<file path="src/rtl/spi_rx_pkg.sv">
package spi_rx_pkg;
    typedef enum logic [1:0] {
        ST_IDLE  = 2'd0,
        ST_SHIFT = 2'd1,
        ST_XFER  = 2'd2
    } frame_state_t;

    localparam logic [1:0] ADDR_DATA = 2'd0;
    localparam logic [1:0] ADDR_CTRL = 2'd1;
    localparam logic [1:0] ADDR_MASK = 2'd2;

    localparam int FIELD_LSB   = 10;
    localparam int MASK_EN_BIT = 1;
endpackage

</file>
<file path="src/rtl/spi_rx_frame.sv">
module spi_rx_frame
    import spi_rx_pkg::*;
#(
    parameter int DW = 32,
    parameter int IW = $clog2(DW)
) (
    input  logic          clk,
    input  logic          rst_n,
    input  logic          sclk_edge,
    input  logic          sdi,
    input  logic [IW-1:0] bpt,
    output logic [DW-1:0] shift_word,
    output logic          frame_done
);
    frame_state_t  state, state_nx;
    logic [IW-1:0] cnt;

    // state register
    always_ff @(posedge clk or negedge rst_n) begin
        if (!rst_n) state <= ST_IDLE;
        else        state <= state_nx;
    end

    // transitions
    always_comb begin
        state_nx = state;
        unique case (state)
            ST_IDLE, ST_XFER: begin
                if (sclk_edge) state_nx = (bpt == '0) ? ST_XFER : ST_SHIFT;
                else           state_nx = ST_IDLE;
            end
            ST_SHIFT: begin
                if (sclk_edge && (cnt + 1'b1 == bpt)) state_nx = ST_XFER;
            end
            default: state_nx = ST_IDLE;
        endcase
    end

    // shift register and bit counter
    always_ff @(posedge clk or negedge rst_n) begin
        if (!rst_n) begin
            shift_word <= '0;
            cnt        <= '0;
        end else if (sclk_edge) begin
            shift_word <= {shift_word[DW-2:0], sdi};
            cnt        <= (state == ST_SHIFT) ? cnt + 1'b1 : '0;
        end
    end

    // outputs
    always_comb frame_done = (state == ST_XFER);

    p_cnt_bound_r4: assert property (@(posedge clk) disable iff (!rst_n)
        (state == ST_SHIFT) |-> (cnt < bpt));
    p_xfer_one_cycle_r10: assert property (@(posedge clk) disable iff (!rst_n)
        (state == ST_XFER && !sclk_edge) |=> (state == ST_IDLE));
endmodule

</file>
<file path="src/rtl/spi_rx_cfg.sv">
module spi_rx_cfg
    import spi_rx_pkg::*;
#(
    parameter int DW = 32,
    parameter int IW = $clog2(DW)
) (
    input  logic          clk,
    input  logic          rst_n,
    input  logic          wr,
    input  logic [1:0]    addr,
    input  logic [DW-1:0] wdata,
    output logic [IW-1:0] bpt,
    output logic [IW-1:0] top_idx,
    output logic          mask_en
);
    always_ff @(posedge clk or negedge rst_n) begin
        if (!rst_n) begin
            bpt     <= '0;
            top_idx <= '0;
            mask_en <= 1'b0;
        end else if (wr) begin
            if (addr == ADDR_CTRL) bpt <= wdata[FIELD_LSB +: IW];
            if (addr == ADDR_MASK) begin
                top_idx <= wdata[FIELD_LSB +: IW];
                mask_en <= wdata[MASK_EN_BIT];
            end
        end
    end

    p_cfg_hold_r2: assert property (@(posedge clk) disable iff (!rst_n)
        !wr |=> ($stable(top_idx) && $stable(mask_en) && $stable(bpt)));
endmodule

</file>
<file path="src/rtl/spi_rx_zext.sv">
module spi_rx_zext #(
    parameter int DW = 32,
    parameter int IW = $clog2(DW)
) (
    input  logic [DW-1:0] word,
    input  logic [IW-1:0] idx,
    output logic [DW-1:0] out
);
    logic [DW-1:0] keep;

    for (genvar i = 0; i < DW; i++) begin : g_keep
        assign keep[i] = (idx >= IW'(i));
    end

    assign out = word & keep;
endmodule

</file>
<file path="src/rtl/spi_rx_mask.sv">
module spi_rx_mask
    import spi_rx_pkg::*;
#(
    parameter int DW = 32,
    parameter int IW = $clog2(DW)
) (
    input  logic          clk,
    input  logic          rst_n,
    input  logic          sclk_edge,
    input  logic          sdi,
    input  logic          reg_wr,
    input  logic          reg_rd,
    input  logic [1:0]    reg_addr,
    input  logic [DW-1:0] reg_wdata,
    output logic [DW-1:0] reg_rdata,
    output logic          rx_full,
    output logic          rx_overrun
);
    logic [IW-1:0] bpt, top_idx, cut_idx;
    logic          mask_en, frame_done, rd_data, accept;
    logic [DW-1:0] shift_word, masked, rx_data;

    spi_rx_frame #(.DW(DW), .IW(IW)) u_frame (
        .clk(clk), .rst_n(rst_n), .sclk_edge(sclk_edge), .sdi(sdi),
        .bpt(bpt), .shift_word(shift_word), .frame_done(frame_done)
    );

    spi_rx_cfg #(.DW(DW), .IW(IW)) u_cfg (
        .clk(clk), .rst_n(rst_n), .wr(reg_wr), .addr(reg_addr),
        .wdata(reg_wdata), .bpt(bpt), .top_idx(top_idx), .mask_en(mask_en)
    );

    assign cut_idx = mask_en ? top_idx : bpt;

    spi_rx_zext #(.DW(DW), .IW(IW)) u_zext (
        .word(shift_word), .idx(cut_idx), .out(masked)
    );

    assign rd_data = reg_rd && (reg_addr == ADDR_DATA);
    assign accept  = frame_done && (!rx_full || rd_data);

    always_ff @(posedge clk or negedge rst_n) begin
        if (!rst_n) begin
            rx_data    <= '0;
            rx_full    <= 1'b0;
            rx_overrun <= 1'b0;
        end else begin
            if (rd_data) begin
                rx_full    <= 1'b0;
                rx_overrun <= 1'b0;
            end
            if (accept) begin
                rx_data <= masked;
                rx_full <= 1'b1;
            end else if (frame_done) begin
                rx_overrun <= 1'b1;
            end
        end
    end

    always_comb begin
        reg_rdata = '0;
        unique case (reg_addr)
            ADDR_DATA: reg_rdata = rx_data;
            ADDR_CTRL: reg_rdata[FIELD_LSB +: IW] = bpt;
            ADDR_MASK: begin
                reg_rdata[FIELD_LSB +: IW] = top_idx;
                reg_rdata[MASK_EN_BIT]     = mask_en;
            end
            default: reg_rdata = '0;
        endcase
    end

    p_full_set_r7: assert property (@(posedge clk) disable iff (!rst_n)
        (frame_done && !rx_full) |=> rx_full);
    p_read_clears_r7: assert property (@(posedge clk) disable iff (!rst_n)
        (rd_data && !frame_done) |=> (!rx_full && !rx_overrun));
    p_overrun_keep_r8: assert property (@(posedge clk) disable iff (!rst_n)
        (frame_done && rx_full && !rd_data) |=> (rx_overrun && $stable(rx_data)));
    p_data_hold_r9: assert property (@(posedge clk) disable iff (!rst_n)
        !frame_done |=> $stable(rx_data));
    p_upper_clear_r6: assert property (@(posedge clk) disable iff (!rst_n)
        (accept && mask_en) |=> (((rx_data >> $past(top_idx)) >> 1) == '0));
endmodule

</file>
<file path="config.mk">
export PLATFORM = sky130hd
export DESIGN_NAME = spi_rx_mask
export DESIGN_NICKNAME = d
export VERILOG_FILES = /design/src/rtl/spi_rx_pkg.sv /design/src/rtl/spi_rx_frame.sv /design/src/rtl/spi_rx_cfg.sv /design/src/rtl/spi_rx_zext.sv /design/src/rtl/spi_rx_mask.sv
export SDC_FILE = /design/constraint.sdc
export NUM_CORES = 1
export LEC_CHECK = 0
export BUFFER_PORTS_ARGS = -buffer_cell sky130_fd_sc_hd__buf_2
export CORE_UTILIZATION = 56
export CTS_CLUSTER_DIAMETER = 80
export CTS_CLUSTER_SIZE = 14
export DETAILED_ROUTE_END_ITERATION = 8
export GPL_TIMING_DRIVEN = 1
export PLACE_DENSITY = 0.87
export RECOVER_POWER = 100
export REMOVE_ABC_BUFFERS = 1
export SLEW_MARGIN = 20
export SYNTH_ARGS = -nofsm -noshare
export SYNTH_HDL_FRONTEND = slang
export SYNTH_HIERARCHICAL = 1
export SYNTH_SLANG_ARGS = --single-unit
</file>
<file path="constraint.sdc">
create_clock -name clk -period 2.8 [get_ports clk]
set_input_delay 0.56 -clock clk [delete_from_list [all_inputs] [get_ports clk]]
set_output_delay 0.56 -clock clk [all_outputs]
set_load 0.02 [all_outputs]
</file>
==> flow_summary.yaml <==
cts:
  clockRootBuffer: "clkbuf_8"
  path_clk_slew_ns: 0.08
  cts-resized-gates: 0
  cts_tree: "built"
  cts-htree-levels: 3
  postCtsHoldBufs: 0
  post-cts-setup-buffers: 0
  cts_buffers: 9
  max-clock-path-buffers: 2
  clk_latency_ns: 0.35
  clkSinkCount: 84
drt:
  drc: 0
  drt_iter0_drc: 188
  vias_per_cell: 5.64
  wl_um: 8170
  wl_per_cell_um: 16.7
  ant_nets: 0
  via_count: 2753
  dr.pass1.iters: 4
sta:
  fin_crit_sh_pct: 82.4
  fin_tns_setup_ns: 0
  fin_crit_ns: 2.31
  fin_skew_ns: 0.00501
  finalWorstSetupSlack_ns: 0.494
  worst_pin_slew_ns: 1.89
  hold_violations: 0
  setup-violations-final: 0
  fmax_mhz: 434
  slew_headroom_pct: -26.2
  drv_slew: 34
  rsz0062_at_grt: "false"
global_routing:
  grt.total_usage_pct: 23.2
  grt_pass1_wl_um: 13700
  grt_start_max_net_pins: 52
  antenna_found_initial: 0
  grt_pass1_vias: 2801
  grt_overflow: 0
setup_path:
  regToRegStartpoint: "u_cfg/mask_en$_DFFE_PN0P_"
  max_stage_delay_ns: 1.04
  worstSetupPathType: "in2reg"
  crit_top_cell: "clkbuf_1"
  worstPathMaxFanout: 28
  critical-path-slowest-cell: "clkbuf_1"
  reg2regPathDepth: 4
  critPathRequiredTime_ns: 3.04
  reg2reg_slack_ns: 0.67
  worstSetupEndpointType: "register"
  cp_data_arrival_time_ns: 2.55
  r2r_end: "rx_data[1]$_DFFE_PN0P_"
  critical_path.cell_chain: "clkbuf_1, clkbuf_1, mux2_2"
  crit_path_start_kind: "input port"
synthesis:
  synth_commonest_cells: "84 x dfrtp_1, 78 x mux2_2, 28 x and2_1, 21 x nand2_1, 10 x o21ai_0"
  synth_area_leaders: "dfrtp_1 51%, mux2_2 21%, and2_1 4.2%"
  synthCells: 344
  synthesis.area_mm2: 0.00416
  postSynthAreaPerCell_um2: 12.1
  synth-warning-count: 6
  synth_top_area_share_pct: 50.5
  ys_seq_area_share_pct: 50.5
  async_reset_ff_share_pct: 100
  synth_flop_cell: "dfrtp_1"
  synth_edf_count: 0
  synth_cell_types: 49
  yosys.area.top_type: "dfrtp_1"
  synth.most_common_cell: "dfrtp_1"
  synth-seq-cells: 84
floorplanning:
  die_w_um: 88.2
  die_area_mm2: 0.00778
  io_pins: 74
  coreArea_mm2: 0.00721
  start_util_pct: 57.7
  die_y_um: 88.2
  rows: 31
final_layout:
  nets: 425
  fillers: 619
  area_delta_synth_final_pct: 9.71
  seq_area_mm2: 0.00210
  finalNonFillerCells: 488
  final_area_mm2: 0.00456
  multi_input_area_mm2: 0.00185
  num_antenna_cells: 0
  drive_gt1_share_pct: 29.3
pwr:
  p_leak_nw: 2.15
  ir_worst_vdd_uv: 462
  cellPowerDensity_mw_per_mm2: 837
  finalPower_mw: 3.82
place:
  dpl.hpwl_um: 5300
  placed_cell_area_mm2: 0.00445
  gp_congestion: 0.809
  place_ws_ns: 0.524
  io_buffers: 47
  placedCellCount: 472
outcome:
  status: "complete, but fails checks"
  violations: "max-capacitance violations, max-slew violations"
worst_hold_path:
  min_path_cells: 2
  holdPathEnd: "rx_overrun$_DFF_PN0_"
  hp-start: "reg_rd"
  hold_class: "in2reg"
job:
  drv_cap: 1
[logic make-up after synthesis]
kind of cell	share of synthesized area, %
XOR/XNOR	1.26
adder cells (fa/ha/maj)	0.301
buffers and inverters	3.82
AND/OR/NAND/NOR	12.6
flip-flops	50.5
multiplexers	23.3
AO/OA/AOI/OAI	8.18
[layout make-up]
cell class / count / share of cell area, %
Timing Repair Buffer: 52 / 5.18
Sequential cell: 84 / 46.1
Multi-Input combinational cell: 231 / 40.6
Inverter: 6 / 0.493
Clock inverter: 6 / 1.92
Clock buffer: 10 / 3.02
Tap cell: 99 / 2.71
[per-layer routing]
layer	track usage (%)	routed length, µm	up-vias
met5	0	0	-
met4	7.18	87	0
met3	5.37	315	9
met2	37.3	3950	65
met1	31.6	3810	1390
li1	-	-	1289
[worst max-delay path: cells and delay by family]
family	cells	cell delay, ns
buf+inv	2	1.56
mux	1	0.41
[flip-flops by register name (all words and copies together), names as in the netlist]
register,count
u_frame/cnt,5
rx_full,1
rx_data,32
u_frame/shift_word,32
rx_overrun,1
u_cfg/bpt,5
u_frame/state,2
u_cfg/mask_en,1
u_cfg/top_idx,5
[report_power, final]
group | total, mW | internal [mW] | switching [mW]
Combinational | 1.03 | 0.504 | 0.524
Sequential | 1.82 | 1.55 | 0.271
Clock | 0.968 | 0.527 | 0.441
[how the worst max path moves through the flow]
stage,start,to,slack [ns],depth (start not counted)
floorplan,u_cfg/mask_en$_DFFE_PN0P_,rx_data[1]$_DFFE_PN0P_,0.82,4
global placement,reg_addr[1],reg_rdata[27],0.55,4
detailed placement,reg_addr[1],reg_rdata[27],0.52,4
CTS,reg_addr[1],reg_rdata[27],0.52,4
global route,reg_addr[0],rx_data[19]$_DFFE_PN0P_,0.30,5
finish,sclk_edge,u_frame/shift_word[31]$_DFFE_PN0P_,0.49,3
[layout by cell type, fill, tap and decap left out, types with 5 or more instances in the layout]
cell and instances:
dfrtp_1 84, mux2_2 78, clkbuf_1 33, and2_1 23, nand2_1 21, buf_2 16, o21ai_0 10, clkbuf_8 10
nor2_1 9, a21oi_1 9, nor2b_1 8, mux2i_1 7, nand3_1 7, inv_1 6, and2_0 5, o21a_1 5
[per-stage QoR]
stage	hold WS [ns]	util, %
6_report	0.407	63.3
5_1_grt	0.414	63.3
4_1_cts	0.142	64.8
3_5_place_dp	0.489	61.7
3_3_place_gp	0.481	61.7
2_1_floorplan	0.264	-
Note: power is estimated with default switching activity, not from simulation.
